[src/rtl/ep_buf_pkg.sv]
package ep_buf_pkg;

    typedef enum logic [1:0] {
        ST_IDLE  = 2'd0,
        ST_XFER  = 2'd1,
        ST_FAULT = 2'd2
    } xfer_state_e;

endpackage

[src/rtl/ep_xfer_ctrl.sv]
module ep_xfer_ctrl
    import ep_buf_pkg::*;
#(
    parameter int unsigned EPW    = 4,
    parameter int unsigned EP_NUM = 1
) (
    input  logic           clk,
    input  logic           rst_n,
    input  logic           busy,
    input  logic [EPW-1:0] ep_sel,
    input  logic           err,
    output logic           active,
    output logic           commit,
    output logic           rollback
);

    localparam logic [EPW-1:0] EP_CODE = EPW'(EP_NUM);

    xfer_state_e state_q, state_d;
    logic        busy_q;
    logic        ep_hit, start, fin;

    assign ep_hit = (ep_sel == EP_CODE);
    assign start  = busy && !busy_q && ep_hit;
    assign fin    = !busy || !ep_hit;

    always_ff @(posedge clk) begin
        if (!rst_n) begin
            state_q <= ST_IDLE;
            busy_q  <= 1'b0;
        end else begin
            state_q <= state_d;
            busy_q  <= busy;
        end
    end

    // next state: T_START, T_GOOD, T_BAD_END, T_FAULT, T_ABORT
    always_comb begin
        state_d = state_q;
        unique case (state_q)
            ST_IDLE:  if (start) state_d = ST_XFER;
            ST_XFER: begin
                if (fin)      state_d = ST_IDLE;
                else if (err) state_d = ST_FAULT;
            end
            ST_FAULT: if (fin) state_d = ST_IDLE;
            default:  state_d = ST_IDLE;
        endcase
    end

    always_comb begin
        active   = 1'b0;
        commit   = 1'b0;
        rollback = 1'b0;
        unique case (state_q)
            ST_IDLE: ;
            ST_XFER: begin
                active   = !fin;
                commit   = fin && !err;
                rollback = fin && err;
            end
            ST_FAULT: rollback = fin;
            default: ;
        endcase
    end

    // a transfer has a single outcome
    a_r4_one_outcome: assert property (@(posedge clk) disable iff (!rst_n)
        $onehot0({commit, rollback}));

    // no data phase or outcome outside a transfer
    a_r2_idle_quiet: assert property (@(posedge clk) disable iff (!rst_n)
        (state_q == ST_IDLE) |-> !(active || commit || rollback));

    // after an error mid-transfer the packet can no longer be committed
    a_r4_fault_sticky: assert property (@(posedge clk) disable iff (!rst_n)
        (active && err) |=> !commit);

endmodule

[src/rtl/ep_pkt_fifo.sv]
module ep_pkt_fifo #(
    parameter int unsigned DEPTH = 64,
    parameter int unsigned DW    = 8
) (
    input  logic                         clk,
    input  logic                         rst_n,
    input  logic                         wr_en,
    input  logic [DW-1:0]                wr_data,
    input  logic                         wr_commit,
    input  logic                         wr_rollback,
    input  logic                         rd_en,
    input  logic                         rd_commit,
    input  logic                         rd_rollback,
    output logic [DW-1:0]                rd_data,
    output logic [$clog2(DEPTH):0]       level,
    output logic                         wr_room
);

    localparam int unsigned AW = $clog2(DEPTH);
    localparam int unsigned PW = AW + 1;

    logic [DW-1:0] mem [DEPTH];
    logic [PW-1:0] wr_spec, wr_cmt, rd_spec, rd_cmt;
    logic [PW-1:0] wr_spec_d, wr_cmt_d, rd_spec_d, rd_cmt_d;
    logic          wr_acc, rd_acc;

    assign wr_room   = ((wr_spec - rd_cmt) != PW'(DEPTH));
    assign wr_acc    = wr_en && wr_room;
    assign rd_acc    = rd_en && (rd_spec != wr_cmt);

    assign wr_spec_d = wr_rollback ? wr_cmt : wr_spec + PW'(wr_acc);
    assign wr_cmt_d  = wr_commit ? wr_spec_d : wr_cmt;
    assign rd_spec_d = rd_rollback ? rd_cmt : rd_spec + PW'(rd_acc);
    assign rd_cmt_d  = rd_commit ? rd_spec_d : rd_cmt;

    always_ff @(posedge clk) begin
        if (!rst_n) begin
            wr_spec <= '0;
            wr_cmt  <= '0;
            rd_spec <= '0;
            rd_cmt  <= '0;
            level   <= '0;
            rd_data <= '0;
        end else begin
            wr_spec <= wr_spec_d;
            wr_cmt  <= wr_cmt_d;
            rd_spec <= rd_spec_d;
            rd_cmt  <= rd_cmt_d;
            level   <= wr_cmt_d - rd_cmt_d;
            if (rd_acc) rd_data <= mem[rd_spec[AW-1:0]];
        end
    end

    always_ff @(posedge clk) begin
        if (wr_acc) mem[wr_spec[AW-1:0]] <= wr_data;
    end

    // occupancy never exceeds the storage
    a_r8_level_bound: assert property (@(posedge clk) disable iff (!rst_n)
        level <= PW'(DEPTH));

    // a write rollback leaves nothing speculative behind
    a_r4_rewind: assert property (@(posedge clk) disable iff (!rst_n)
        (wr_rollback && !wr_commit) |=> (wr_spec == wr_cmt));

    // a read rollback restarts at the oldest unacknowledged entry
    a_r10_replay: assert property (@(posedge clk) disable iff (!rst_n)
        (rd_rollback && !rd_commit) |=> (rd_spec == rd_cmt));

endmodule

[src/rtl/ep_pkt_buf.sv]
module ep_pkt_buf #(
    parameter int unsigned DEPTH  = 64,
    parameter int unsigned EPW    = 4,
    parameter int unsigned OUT_EP = 1,
    parameter int unsigned IN_EP  = 2,
    localparam int unsigned LW    = $clog2(DEPTH) + 1
) (
    input  logic           clk,
    input  logic           rst_n,
    input  logic           core_busy,
    input  logic [EPW-1:0] core_ep,
    input  logic           core_crc_err,
    input  logic           core_tmo,
    input  logic           core_wr,
    input  logic [7:0]     core_wdata,
    input  logic           core_rd,
    output logic [7:0]     core_rdata,
    input  logic           rx_rd,
    output logic [7:0]     rx_rdata,
    output logic           rx_empty,
    output logic [LW-1:0]  rx_level,
    output logic           rx_dropped,
    input  logic           tx_wr,
    input  logic [7:0]     tx_wdata,
    output logic           tx_full,
    output logic [LW-1:0]  tx_level
);

    logic rx_active, rx_commit, rx_rollback, rx_room, rx_ovf, rx_err, ovf_seen;
    logic tx_active, tx_commit, tx_rollback, tx_room;

    assign rx_ovf = core_wr && rx_active && !rx_room;
    assign rx_err = core_crc_err || core_tmo || rx_ovf;

    ep_xfer_ctrl #(.EPW(EPW), .EP_NUM(OUT_EP)) u_rx_ctrl (
        .clk(clk), .rst_n(rst_n), .busy(core_busy), .ep_sel(core_ep),
        .err(rx_err), .active(rx_active), .commit(rx_commit),
        .rollback(rx_rollback)
    );

    ep_pkt_fifo #(.DEPTH(DEPTH), .DW(8)) u_rx_fifo (
        .clk(clk), .rst_n(rst_n),
        .wr_en(core_wr && rx_active), .wr_data(core_wdata),
        .wr_commit(rx_commit), .wr_rollback(rx_rollback),
        .rd_en(rx_rd), .rd_commit(1'b1), .rd_rollback(1'b0),
        .rd_data(rx_rdata), .level(rx_level), .wr_room(rx_room)
    );

    ep_xfer_ctrl #(.EPW(EPW), .EP_NUM(IN_EP)) u_tx_ctrl (
        .clk(clk), .rst_n(rst_n), .busy(core_busy), .ep_sel(core_ep),
        .err(core_tmo), .active(tx_active), .commit(tx_commit),
        .rollback(tx_rollback)
    );

    ep_pkt_fifo #(.DEPTH(DEPTH), .DW(8)) u_tx_fifo (
        .clk(clk), .rst_n(rst_n),
        .wr_en(tx_wr), .wr_data(tx_wdata),
        .wr_commit(1'b1), .wr_rollback(1'b0),
        .rd_en(core_rd && tx_active), .rd_commit(tx_commit),
        .rd_rollback(tx_rollback),
        .rd_data(core_rdata), .level(tx_level), .wr_room(tx_room)
    );

    assign rx_empty = (rx_level == '0);
    assign tx_full  = !tx_room;

    always_ff @(posedge clk) begin
        if (!rst_n) begin
            ovf_seen   <= 1'b0;
            rx_dropped <= 1'b0;
        end else begin
            rx_dropped <= rx_rollback && ovf_seen;
            if (rx_commit || rx_rollback) ovf_seen <= 1'b0;
            else if (rx_ovf)              ovf_seen <= 1'b1;
        end
    end

    // the drop indication is a single-cycle pulse
    a_r5_drop_pulse: assert property (@(posedge clk) disable iff (!rst_n)
        rx_dropped |=> !rx_dropped);

    // a read of an empty receive buffer leaves the data port alone
    a_r7_empty_read: assert property (@(posedge clk) disable iff (!rst_n)
        (rx_rd && rx_empty) |=> $stable(rx_rdata));

endmodule

[config.mk]
export PLATFORM = sky130hd
export DESIGN_NAME = ep_pkt_buf
export DESIGN_NICKNAME = d
export VERILOG_FILES = /design/src/rtl/ep_buf_pkg.sv /design/src/rtl/ep_xfer_ctrl.sv /design/src/rtl/ep_pkt_fifo.sv /design/src/rtl/ep_pkt_buf.sv
export SDC_FILE = /design/constraint.sdc
export NUM_CORES = 1
export LEC_CHECK = 0
export BUFFER_PORTS_ARGS = -buffer_cell sky130_fd_sc_hd__buf_2
export CAP_MARGIN = 20
export CELL_PAD_IN_SITES_DETAIL_PLACEMENT = 0
export CELL_PAD_IN_SITES_GLOBAL_PLACEMENT = 2
export CORE_UTILIZATION = 30
export DETAILED_ROUTE_END_ITERATION = 6
export PLACE_DENSITY_LB_ADDON = 0.1
export SYNTH_ARGS = -nofsm -noshare
export SYNTH_HDL_FRONTEND = slang
export SYNTH_HIERARCHICAL = 1
export SYNTH_SLANG_ARGS = --single-unit
[constraint.sdc]
create_clock -name clk -period 8.26 [get_ports clk]
set_input_delay 1.239 -clock clk [delete_from_list [all_inputs] [get_ports clk]]
set_output_delay 1.239 -clock clk [all_outputs]
set_load 0.01 [all_outputs]
== Word-level counts from Yosys, hierarchy flattened ==
Memory sizes are Yosys's and may differ from the RTL's. A register that Yosys moved wholly into a read port is not among the register bits.
Index checks and enable logic that the tools add are counted.

* Equal/unequal tests: 16
* Reductions and logical operators: 38
* Bitwise gates (word level): 1
* Muxes and demuxes: 24
* $add $sub $neg: 8

{| class="wikitable"
|+ Operators with widths
! cell !! number
|-
| $add A7 B1 Y7 || 4
|-
| $mux W7 || 4
|-
| $sub A7 B7 Y7 || 4
|-
| $mux W2 || 8
|-
| $logic_and A1 B1 Y1 || 15
|-
| $ne A7 B7 Y1 || 2
|-
| $ne A7 B7 Y1 const B || 2
|-
| $logic_not A1 Y1 || 12
|-
| $pmux W2 S3 || 2
|-
| $mux W1 || 8
|-
| $ne A2 B1 Y1 const B || 4
|-
| $logic_not A7 Y1 || 1
|-
| $reduce_and A3 Y1 || 2
|-
| $logic_or A1 B1 Y1 || 5
|-
| $eq A2 B1 Y1 const B || 2
|-
| $eq A2 B2 Y1 const B || 2
|-
| $eq A4 B1 Y1 const B || 1
|-
| $eq A4 B2 Y1 const B || 1
|-
| $logic_not A2 Y1 || 2
|-
| $pmux W1 S2 || 2
|-
| $ne A3 B1 Y1 const B || 1
|-
| $ne A3 B2 Y1 const B || 1
|-
| $reduce_or A2 Y1 || 1
|-
| $not A1 Y1 || 1
|}

* Output and inout bits: 33
* Flip-flop bits (word level): 63
* Input port bits: 29
* Memory bits (writable): 1,024
* Memories kept: 2

{| class="wikitable"
|+ Memory list
! memory !! depth !! bits a word !! read ports !! clocked after Yosys merged registers in !! write ports !! line !! text
|-
| u_rx_fifo.mem || 64 || 8 || 1 || 1 || 1 || ep_pkt_fifo.sv:22 || <nowiki>logic [DW-1:0] mem [DEPTH];</nowiki>
|-
| u_tx_fifo.mem || 64 || 8 || 1 || 1 || 1 || ep_pkt_fifo.sv:22 ||
|}

== Logic depth before layout (Yosys ltp) ==
Gate-level depths: netlist of the first run.

* Word-level depth: 13
* Gate-level depth with buffers: 26

== By module ==
The synthesis of the first run kept the hierarchy.

{| class="wikitable"
|+ By module, submodules not included
! module !! cells an instance !! area an instance (um^2) !! times used
|-
| ep_pkt_fifo (u_rx_fifo) || 1,280 || 22,531.6 || 1
|-
| ep_pkt_fifo (u_tx_fifo) || 1,169 || 22,228.8 || 1
|-
| ep_xfer_ctrl || 26 || 257.7 || 2
|-
| ep_pkt_buf || 14 || 118.9 || 1
|}

== Worst setup path after synthesis of the first run ==
No wires, ideal clock.

* Kind: reg-to-reg
* Start point: register u_rx_fifo.rd_cmt[1]
* End point: register u_rx_fifo.level[6]
* Cell stages (with the launch flop): 27
* Data arrival time: 4.819 ns
* Setup slack: 3.311 ns
* Data required time: 8.130 ns
* Cells stage by stage: dfxtp_1 inv_1 ha_1 nor2b_1 o21a_1 o21a_1 o311a_1 a2111oi_4 buf_4 buf_6 inv_1 and3b_1 or3_1 a21oi_1 nor3b_1 clkbuf_1 nor2b_1 clkbuf_1 mux2i_1 ha_1 fa_1 nor2b_1 o21ai_0 a21oi_1 o21a_1 o21ai_0 nor3b_1

* Cells in the longest elaborated chain, start to end: 10
* Elaborated cells on any way between the ends: 18

{| class="wikitable"
|+ RTL lines
! what !! line !! text
|-
| start, declared || ep_pkt_fifo.sv:23 || <nowiki>logic [PW-1:0] wr_spec, wr_cmt, rd_spec, rd_cmt;</nowiki>
|-
| start signal, assigned || ep_pkt_fifo.sv:48 || <nowiki>rd_cmt <= rd_cmt_d;</nowiki>
|-
| $sub A7 B7 Y7 || ep_pkt_fifo.sv:27 || <nowiki>assign wr_room = ((wr_spec - rd_cmt) != PW'(DEPTH));</nowiki>
|-
| $ne A7 B7 Y1 || ep_pkt_fifo.sv:27 ||
|-
| via rx_room || ep_pkt_buf.sv:29 || <nowiki>logic rx_active, rx_commit, rx_rollback, rx_room, rx_ovf, rx_err, ovf_seen;</nowiki>
|-
| $logic_not A1 Y1 || ep_pkt_buf.sv:32 || <nowiki>assign rx_ovf = core_wr && rx_active && !rx_room;</nowiki>
|-
| $logic_and A1 B1 Y1 || ep_pkt_buf.sv:32 ||
|-
| $logic_or A1 B1 Y1 || ep_pkt_buf.sv:33 || <nowiki>assign rx_err = core_crc_err || core_tmo || rx_ovf;</nowiki>
|-
| via rx_err || ep_pkt_buf.sv:29 ||
|-
| $logic_and A1 B1 Y1 || ep_xfer_ctrl.sv:60 || <nowiki>rollback = fin && err;</nowiki>
|-
| $pmux W1 S2 || ep_xfer_ctrl.sv:55 || <nowiki>unique case (state_q)</nowiki>
|-
| via rx_rollback || ep_pkt_buf.sv:29 ||
|-
| $mux W7 || ep_pkt_fifo.sv:31 || <nowiki>assign wr_spec_d = wr_rollback ? wr_cmt : wr_spec + PW'(wr_acc);</nowiki>
|-
| $mux W7 || ep_pkt_fifo.sv:32 || <nowiki>assign wr_cmt_d = wr_commit ? wr_spec_d : wr_cmt;</nowiki>
|-
| $sub A7 B7 Y7 || ep_pkt_fifo.sv:49 || <nowiki>level <= wr_cmt_d - rd_cmt_d;</nowiki>
|-
| end signal, assigned || ep_pkt_fifo.sv:49 ||
|-
| end, declared || ep_pkt_fifo.sv:15 || <nowiki>output logic [$clog2(DEPTH):0] level,</nowiki>
|}

The timed path passes the listed nets, and every way through them passes these cells.
A chain may end at the register's enable or synchronous reset.

== Worst setup path in the final report of the first run ==
* Start point: register u_rx_fifo.wr_spec[1]
* End point: register u_rx_fifo.level[5]

* Cells in the longest elaborated chain, start to end: 10
* Elaborated cells on any way between the ends: 15

{| class="wikitable"
|+ RTL lines
! what !! line !! text
|-
| start, declared || ep_pkt_fifo.sv:23 ||
|-
| start signal, assigned || ep_pkt_fifo.sv:45 || <nowiki>wr_spec <= wr_spec_d;</nowiki>
|-
| $sub A7 B7 Y7 || ep_pkt_fifo.sv:27 ||
|-
| $ne A7 B7 Y1 || ep_pkt_fifo.sv:27 ||
|-
| via rx_room || ep_pkt_buf.sv:29 ||
|-
| $logic_not A1 Y1 || ep_pkt_buf.sv:32 ||
|-
| $logic_and A1 B1 Y1 || ep_pkt_buf.sv:32 ||
|-
| $logic_or A1 B1 Y1 || ep_pkt_buf.sv:33 ||
|-
| via rx_err || ep_pkt_buf.sv:29 ||
|-
| $logic_not A1 Y1 || ep_xfer_ctrl.sv:59 || <nowiki>commit = fin && !err;</nowiki>
|-
| $logic_and A1 B1 Y1 || ep_xfer_ctrl.sv:59 ||
|-
| $mux W1 || ep_xfer_ctrl.sv:55 ||
|-
| via rx_commit || ep_pkt_buf.sv:29 ||
|-
| $mux W7 || ep_pkt_fifo.sv:32 ||
|-
| via u_rx_fifo.wr_cmt_d[1] || ep_pkt_fifo.sv:24 || <nowiki>logic [PW-1:0] wr_spec_d, wr_cmt_d, rd_spec_d, rd_cmt_d;</nowiki>
|-
| $sub A7 B7 Y7 || ep_pkt_fifo.sv:49 ||
|}

The timed path passes the listed nets, and every way through them passes these cells.

==> out/qor.log, run 1 <==
qor: drt.detail_route.wirelength 124000 um
qor: worst_setup_path.critPathArrivalTime 6150 ps
qor: drt.via_per_inst 4.86
qor: worst_setup_path.timing.critical_path.from_type flop
qor: final_layout.finish.net_count 2781
qor: worst_setup_path.setup.worst_path.end_class flop
qor: final_layout.seqCellArea 32700 um2
qor: final_layout.final_layout_size_suffix_gt1_frac 0.257
qor: final_layout.syn_to_final_growth 16.4%
qor: logic_synthesis.synth.area.top_cells edfxtp_1 (68%), mux4_2 (11%), dfxtp_1 (4.1%)
qor: clocking.cts_hold_repair.buffers 0
qor: clocking.post_cts_buffers 0
qor: drt.routedWlPerCell 25.8 um
qor: drt.final_ant_viol_nets 0
qor: logic_synthesis.netlist-cell-type-count 61
qor: worst_hold_path.hp-class flop to flop
qor: worst_setup_path.worstReg2RegEnd u_rx_fifo/level[5]$_SDFF_PN0_
qor: logic_synthesis.synth_enable_flop_cells 1024
qor: placement.routabilityCongestion 0.742
qor: worst_setup_path.crit_required 8870 ps
qor: timing.tightestPinTransition 1090 ps
qor: drt.detailedRoute.firstPassIterationCount 5
qor: grt.grt_antenna_before_repair 4
qor: run_status.outcome finished clean
qor: grt.grt_overflow_total 0
qor: clocking.cts.sink_count 1118
qor: clocking.max-clock-path-buffers 3
qor: final_layout.nFillCells 14202
qor: timing.finalWorstSetupSlack 2720 ps
qor: die.area_of_the_die 153000 um2
qor: timing.min_period 5540 ps
qor: drt.route.detailed.drc 0
qor: grt.global_route.usage.total 0.164
qor: worst_setup_path.worst_r2r_path_depth 20
qor: logic_synthesis.synth_area 45400 um2
qor: clocking.clkTransAtPathRegs 60 ps
qor: timing.timing.fmax 0.181 GHz
qor: timing.max_slew_margin 0.269
qor: clocking.cts.htree.levels 4
qor: worst_setup_path.worstPathMaxFanout 11
qor: pwr.pwr_density_cell 238 nW/um2
qor: clocking.cts_repair_resize_count 0
qor: die.die_y 391 um
qor: timing.final.period_utilization 0.671
qor: clocking.numCtsBuffers 130
qor: flow_run.drv_cap 0
qor: die.start_util 0.303
qor: worst_hold_path.min_to u_rx_ctrl/state_q[0]$_SDFFE_PN0P_
qor: placement.placed_area 48700 um2
qor: placement.hpwlAfterDp 77300 um
qor: grt.grt_max_degree 77
qor: worst_setup_path.critPathKind flop to flop
qor: timing.rsz0062_at_grt false
qor: logic_synthesis.ys_async_sr_fraction 0
qor: clocking.clock-root-buffer clkbuf_16
qor: logic_synthesis.post-synth-top-area-fraction 0.677
qor: timing.finalSetupViolations 0
qor: final_layout.finalNonFillerCells 4825
qor: timing.hold_violations 0
qor: logic_synthesis.netlist.top_cell.by_area edfxtp_1
qor: worst_hold_path.worstHoldPathCells 2
qor: final_layout.multi_input_area 12100 um2
qor: placement.place.detailed.instances 4589
qor: die.floorplan.io_pins 62
qor: logic_synthesis.syn-instance-count 2515
qor: logic_synthesis.synth.ff_latch_count 1118
qor: grt.number_of_global_route_vias_before_repair 25009
qor: final_layout.mostFrequentLayoutCells edfxtp_1 (1024), mux4_2 (225), buf_4 (136), clkbuf_16 (132), nor2_1 (99)
qor: worst_hold_path.worst_hold_startpoint u_rx_ctrl/state_q[0]$_SDFFE_PN0P_
qor: logic_synthesis.synthesis.area_per_instance 18.0 um2
qor: final_layout.postLayoutCellArea 52900 um2
qor: worst_setup_path.worst_r2r_startpoint u_rx_fifo/wr_spec[1]$_SDFF_PN0_
qor: timing.finalMaxSlewViolations 0
qor: die.chipWidth 391 um
qor: clocking.worst_skew_pair.late_latency 750 ps
qor: logic_synthesis.synth_sequential_area_ratio 0.719
qor: worst_setup_path.reg2reg_setup_slack 2720 ps
qor: logic_synthesis.synthesis.yosys.warnings 6
qor: timing.total_negative_slack_for_setup_checks 0 ps
qor: die.rows 142
qor: timing.setup_clock_skew_after_layout 18.7 ps
qor: grt.global_route_wire_length_before_repair 180000 um
qor: drt.drt_first_iter_violations 1589
qor: placement.detailedPlace.worstSlack 2670 ps
qor: drt.vias 23445
qor: pwr.vdd.ir_drop.worst 0.182 mV
qor: die.core_region_area 150000 um2
qor: pwr.p_leak 16.5 nW
qor: clocking.cts_tree yes
qor: placement.portBuffers 61
qor: logic_synthesis.ys_dominant_reg_cell edfxtp_1
qor: final_layout.mostFrequentLayoutCell edfxtp_1
## power breakdown
group / total (mW) / leakage (nW) / switching (mW) / internal, mW
clock network: 5.53 / 1.97 / 2.30 / 3.22
registers: 6.27 / 9.97 / 0.0576 / 6.21
logic: 0.800 / 4.51 / 0.513 / 0.287
## flip-flops by register name, indices dropped and copies added (netlist names), 7 cells and up
| signal | count |
|---|---|
| u_rx_fifo/mem | 512 |
| u_tx_fifo/mem | 512 |
| u_rx_fifo/rd_data | 8 |
| u_tx_fifo/rd_data | 8 |
| u_rx_fifo/level | 7 |
| u_rx_fifo/rd_cmt | 7 |
| u_rx_fifo/rd_spec | 7 |
| u_rx_fifo/wr_cmt | 7 |
| u_rx_fifo/wr_spec | 7 |
| u_tx_fifo/level | 7 |
| u_tx_fifo/rd_cmt | 7 |
| u_tx_fifo/rd_spec | 7 |
| u_tx_fifo/wr_cmt | 7 |
| u_tx_fifo/wr_spec | 7 |
## cell type report
cell class	count	share of cell area
Multi-Input combinational cell	1226	0.229
Clock buffer	155	0.0643
Inverter	34	0.00241
Timing Repair Buffer	202	0.0260
Tap cell	2016	0.0477
Antenna cell	2	0.0000947
Clock inverter	72	0.0126
Sequential cell	1118	0.618
## kinds of logic after synthesis
kind of cell | share of synthesized area
other | 0.000165
adder cells (fa/ha/maj) | 0.0114
buffers and inverters | 0.0200
multiplexers | 0.146
XOR/XNOR | 0.00830
flip-flops | 0.719
AND/OR/NAND/NOR | 0.0562
AO/OA/AOI/OAI | 0.0393
## critical path: stages, from the launching register on
cell and delay, ps:
dfxtp_1 540, ha_1 310, nor2b_1 130, o21a_1 200, o21a_1 210, o21ai_0 320
a2111oi_4 160, inv_1 90, and3b_1 190, or3_1 350, nor3b_1 520, nor2b_1 580
mux2i_1 420, inv_1 90, ha_1 290, nor2b_1 130, o21ai_0 200, a21boi_0 150
o21ai_0 220, nor3b_1 230, nor3_1 70
## layer usage
layer | routed length, um | GRT usage
met1 | 53300 | 0.206
met3 | 3650 | 0.0254
met4 | 3220 | 0.0516
met2 | 64300 | 0.290
met5 | 0 | 0
## cells in the mapped netlist, types with 40 or more instances
cell type,n
a21oi_1,59
buf_2,40
clkbuf_1,55
dfxtp_1,94
edfxtp_1,1024
mux2_2,54
mux2i_1,94
mux4_2,225
nand2_1,93
nor2_1,99
nor2b_1,48
nor3_1,80
o21ai_0,53
o22ai_1,52
## worst max path at each step
stage | from | endpoint | slack [ps] | cells after the start
after detailed placement | u_rx_fifo/wr_spec[1]$_SDFF_PN0_ | u_rx_fifo/level[5]$_SDFF_PN0_ | 2670 | 20
after CTS | u_rx_fifo/wr_spec[1]$_SDFF_PN0_ | u_rx_fifo/level[5]$_SDFF_PN0_ | 2630 | 20
after global routing | u_rx_fifo/wr_spec[1]$_SDFF_PN0_ | u_rx_fifo/level[5]$_SDFF_PN0_ | 2110 | 20
final | u_rx_fifo/wr_spec[1]$_SDFF_PN0_ | u_rx_fifo/level[5]$_SDFF_PN0_ | 2720 | 20
after floorplan | u_rx_fifo/rd_cmt[1]$_SDFF_PN0_ | u_rx_fifo/level[6]$_SDFF_PN0_ | 3310 | 26
after global placement | u_rx_fifo/wr_spec[1]$_SDFF_PN0_ | u_rx_fifo/level[5]$_SDFF_PN0_ | 2780 | 20
## metrics by stage
step / total power [mW] / utilization / hold slack [ps]
after floorplan: 6.90 / - / 452
after global placement: 7.20 / 0.324 / 467
after detailed placement: 7.21 / 0.325 / 475
after CTS: 12.8 / 0.352 / 482
after global routing: 13.1 / 0.352 / 511
final: 12.6 / 0.352 / 482
No activity file was read; power rests on OpenSTA's default activity.
==> run 2: changes to the inputs <==
clock period = 5.22 ns   (was 8.26 ns; I/O delays follow)
==> run 2 against run 1 <==
Cell area up 0.99%. Utilization up 0.35 points. Combinational power grew 62%. Flip-flop and latch count stayed put. Clock power grew 66%. Via count is 0.33% higher. Power increased by 62%. Global-route usage decreased by 0.082 points.
==> out/qor.log, run 2 (synthesis results as in run 1) <==
qor: placement.portBuffers 61 [unchanged]
qor: drt.detail_route.wirelength 124000 um [-0.37%]
qor: drt.via_per_inst 4.82 [-0.78%]
qor: worst_setup_path.critPathSlowestCell a2111oi_4
qor: grt.global_route.usage.total 0.164 [-0.000815]
qor: die.chipWidth 391 um [unchanged]
qor: timing.finalSetupViolations 0 [unchanged]
qor: run_status.outcome finished clean
qor: final_layout.final_layout_size_suffix_gt1_frac 0.262 [+0.00574]
qor: final_layout.finish.net_count 2825 [+1.6%]
qor: placement.hpwlAfterDp 76600 um [-0.97%]
qor: pwr.pwr_density_cell 382 nW/um2 [+60%]
qor: clocking.max-clock-path-buffers 3 [unchanged]
qor: final_layout.mostFrequentLayoutCell edfxtp_1
qor: die.rows 142 [unchanged]
qor: timing.holdWs 297 ps [-185 ps]
qor: clocking.clock-root-buffer clkbuf_16
qor: clocking.cts_tree yes
qor: pwr.p_leak 16.8 nW [+2.1%]
qor: clocking.cts.htree.levels 4 [unchanged]
qor: clocking.post_cts_buffers 0 [unchanged]
qor: placement.detailedPlace.worstSlack 399 ps [-2270 ps]
qor: pwr.p_sw 4.55 mW [+58%]
qor: worst_setup_path.timing.critical_path.from_type flop
qor: final_layout.syn_to_final_growth 17.6%
qor: worst_setup_path.worstPathMaxFanout 8 [-3]
qor: drt.route.detailed.drc 0 [unchanged]
qor: worst_setup_path.critPathKind flop to flop
qor: placement.routabilityCongestion 0.769 [+3.7%]
qor: clocking.clkTransAtPathRegs 60 ps [about the same]
qor: die.area_of_the_die 153000 um2 [unchanged]
qor: die.floorplan.io_pins 62 [unchanged]
qor: timing.max_slew_margin 0.207 [-0.0626]
qor: grt.grt_antenna_before_repair 3 [-1]
qor: timing.timing.fmax 0.207 GHz [+15%]
qor: timing.setup_clock_skew_after_layout 20.0 ps [+1.37 ps]
qor: final_layout.nFillCells 14188 [-0.099%]
qor: final_layout.finalNonFillerCells 4879 [+1.1%]
qor: grt.number_of_global_route_vias_before_repair 25005 [-0.016%]
qor: pwr.intPower 15.8 mW [+63%]
qor: timing.finalMaxSlewViolations 0 [unchanged]
qor: pwr.power_frac_clock 0.450 [+0.011]
qor: worst_setup_path.timing.critical_path.slowest_cell_delay 410 ps [-170 ps]
qor: die.core_region_area 150000 um2 [unchanged]
qor: pwr.vdd.ir_drop.worst 0.235 mV [+29%]
qor: final_layout.utilization 0.356 [+0.00348]
qor: grt.global_route_wire_length_before_repair 179000 um [-0.49%]
qor: die.start_util 0.303 [unchanged]
qor: pwr.p_sw_frac 0.223 [-0.00460]
qor: worst_setup_path.crit_required 5790 ps [-3080 ps]
qor: timing.finalWorstSetupSlack 384 ps [-2340 ps]
qor: drt.detailedRoute.firstPassIterationCount 5 [unchanged]
qor: timing.min_period 4840 ps [-703 ps]
qor: grt.grt_max_degree 109 [+42%]
qor: clocking.numCtsBuffers 132 [+1.5%]
qor: drt.routedWlPerCell 25.4 um [-1.5%]
qor: flow_run.drv_cap 0 [unchanged]
qor: pwr.seq_power_share 0.486 [-0.012]
qor: timing.final.period_utilization 0.926 [+0.256]
qor: pwr.comb_power_share 0.064 [about the same]
qor: drt.vias 23523 [+0.33%]
qor: worst_setup_path.critPathArrivalTime 5410 ps [-740 ps]
qor: clocking.cts.sink_count 1118 [unchanged]
qor: placement.place.detailed.instances 4630 [+0.89%]
qor: die.die_y 391 um [unchanged]
qor: final_layout.mostFrequentLayoutCells edfxtp_1 (1024), mux4_2 (225), buf_4 (178), clkbuf_16 (137), nor2_1 (99)
qor: drt.drt_first_iter_violations 1299 [-18%]
qor: worst_setup_path.path_cells inv_1 -> ha_1 -> nor2b_1 -> o21a_1 -> o21a_1 -> o311a_1 -> a2111oi_4 -> inv_1 -> and3b_1 -> or3_1 -> a21oi_1 -> nor3b_1 -> nor2b_1 -> buf_4 -> mux2i_1 -> ha_1 -> fa_1 -> nor2b_1 -> o21ai_0 -> a21oi_1 -> o21a_1 -> o21ai_0 -> nor3b_1
qor: timing.total_negative_slack_for_setup_checks 0 ps [unchanged]
qor: worst_hold_path.hp-class input pin to flop
qor: clocking.cts_hold_repair.buffers 0 [unchanged]
qor: timing.hold_violations 0 [unchanged]
qor: clocking.cts_repair_resize_count 0 [unchanged]
qor: worst_setup_path.setup.worst_path.end_class flop
qor: timing.tightestPinTransition 1160 ps [+66.7 ps]
qor: clocking.worst_skew_pair.late_latency 740 ps [about the same]
qor: grt.grt_overflow_total 0 [unchanged]
qor: drt.final_ant_viol_nets 0 [unchanged]
qor: timing.rsz0062_at_grt false
## run 2: per-stage QoR
step / cell area (um2) / total power [mW]
6_report: 53400 / 20.4
5_1_grt: 53400 / 21.1
4_1_cts: 53300 / 20.7
3_5_place_dp: 49000 / 11.4
3_3_place_gp: 49000 / 11.4
2_1_floorplan: 45400 / 10.9
## run 2: path summary, 6_finish.rpt
path,start,slack (ps),to,depth (start not counted)
max,u_rx_fifo/rd_cmt[1]$_SDFF_PN0_,380,u_rx_fifo/level[6]$_SDFF_PN0_,23
min,core_busy,300,u_tx_ctrl/busy_q$_SDFF_PN0_,2
max reg2reg,u_rx_fifo/rd_cmt[1]$_SDFF_PN0_,380,u_rx_fifo/level[6]$_SDFF_PN0_,23
min reg2reg,u_rx_ctrl/state_q[0]$_SDFFE_PN0P_,490,u_rx_ctrl/state_q[0]$_SDFFE_PN0P_,2
## run 2: critical path: cells and delay by family, from the launching register on
kind                       cells  cell delay (ps)
AOI/OAI and AO/OA              9             1790
adders and majority gates      3              920
buffers and inverters          3              300
DFF                            1              330
muxes                          1              140
and+or+nand+nor                7             1200
## run 2: area by class of cell
class | instances | area, um2 | share of cell area
Inverter | 34 | 128 | 0.00239
Tap cell | 2016 | 2520 | 0.0473
Clock buffer | 170 | 3560 | 0.0667
Antenna cell | 3 | 7.51 | 0.000141
Multi-Input combinational cell | 1226 | 12000 | 0.226
Sequential cell | 1118 | 32700 | 0.612
Timing Repair Buffer | 244 | 1710 | 0.0321
Clock inverter | 68 | 741 | 0.0139
## run 2: power groups by stage
stage	Sequential (mW)	Combinational, mW	Clock, mW
6_report	9.90	1.30	9.17
5_1_grt	9.90	1.42	9.81
4_1_cts	9.90	1.34	9.48
3_5_place_dp	10.1	1.33	0
3_3_place_gp	10.1	1.32	0
2_1_floorplan	10.1	0.853	0
## run 2: per-layer routing
layer  wire (um)  global-route usage  up-vias
li1            -                   -    10607
met1       52100               0.202    12323
met2       64900               0.293      421
met4        2740              0.0470        0
met3        4340              0.0273      172
met5           0                   0        -
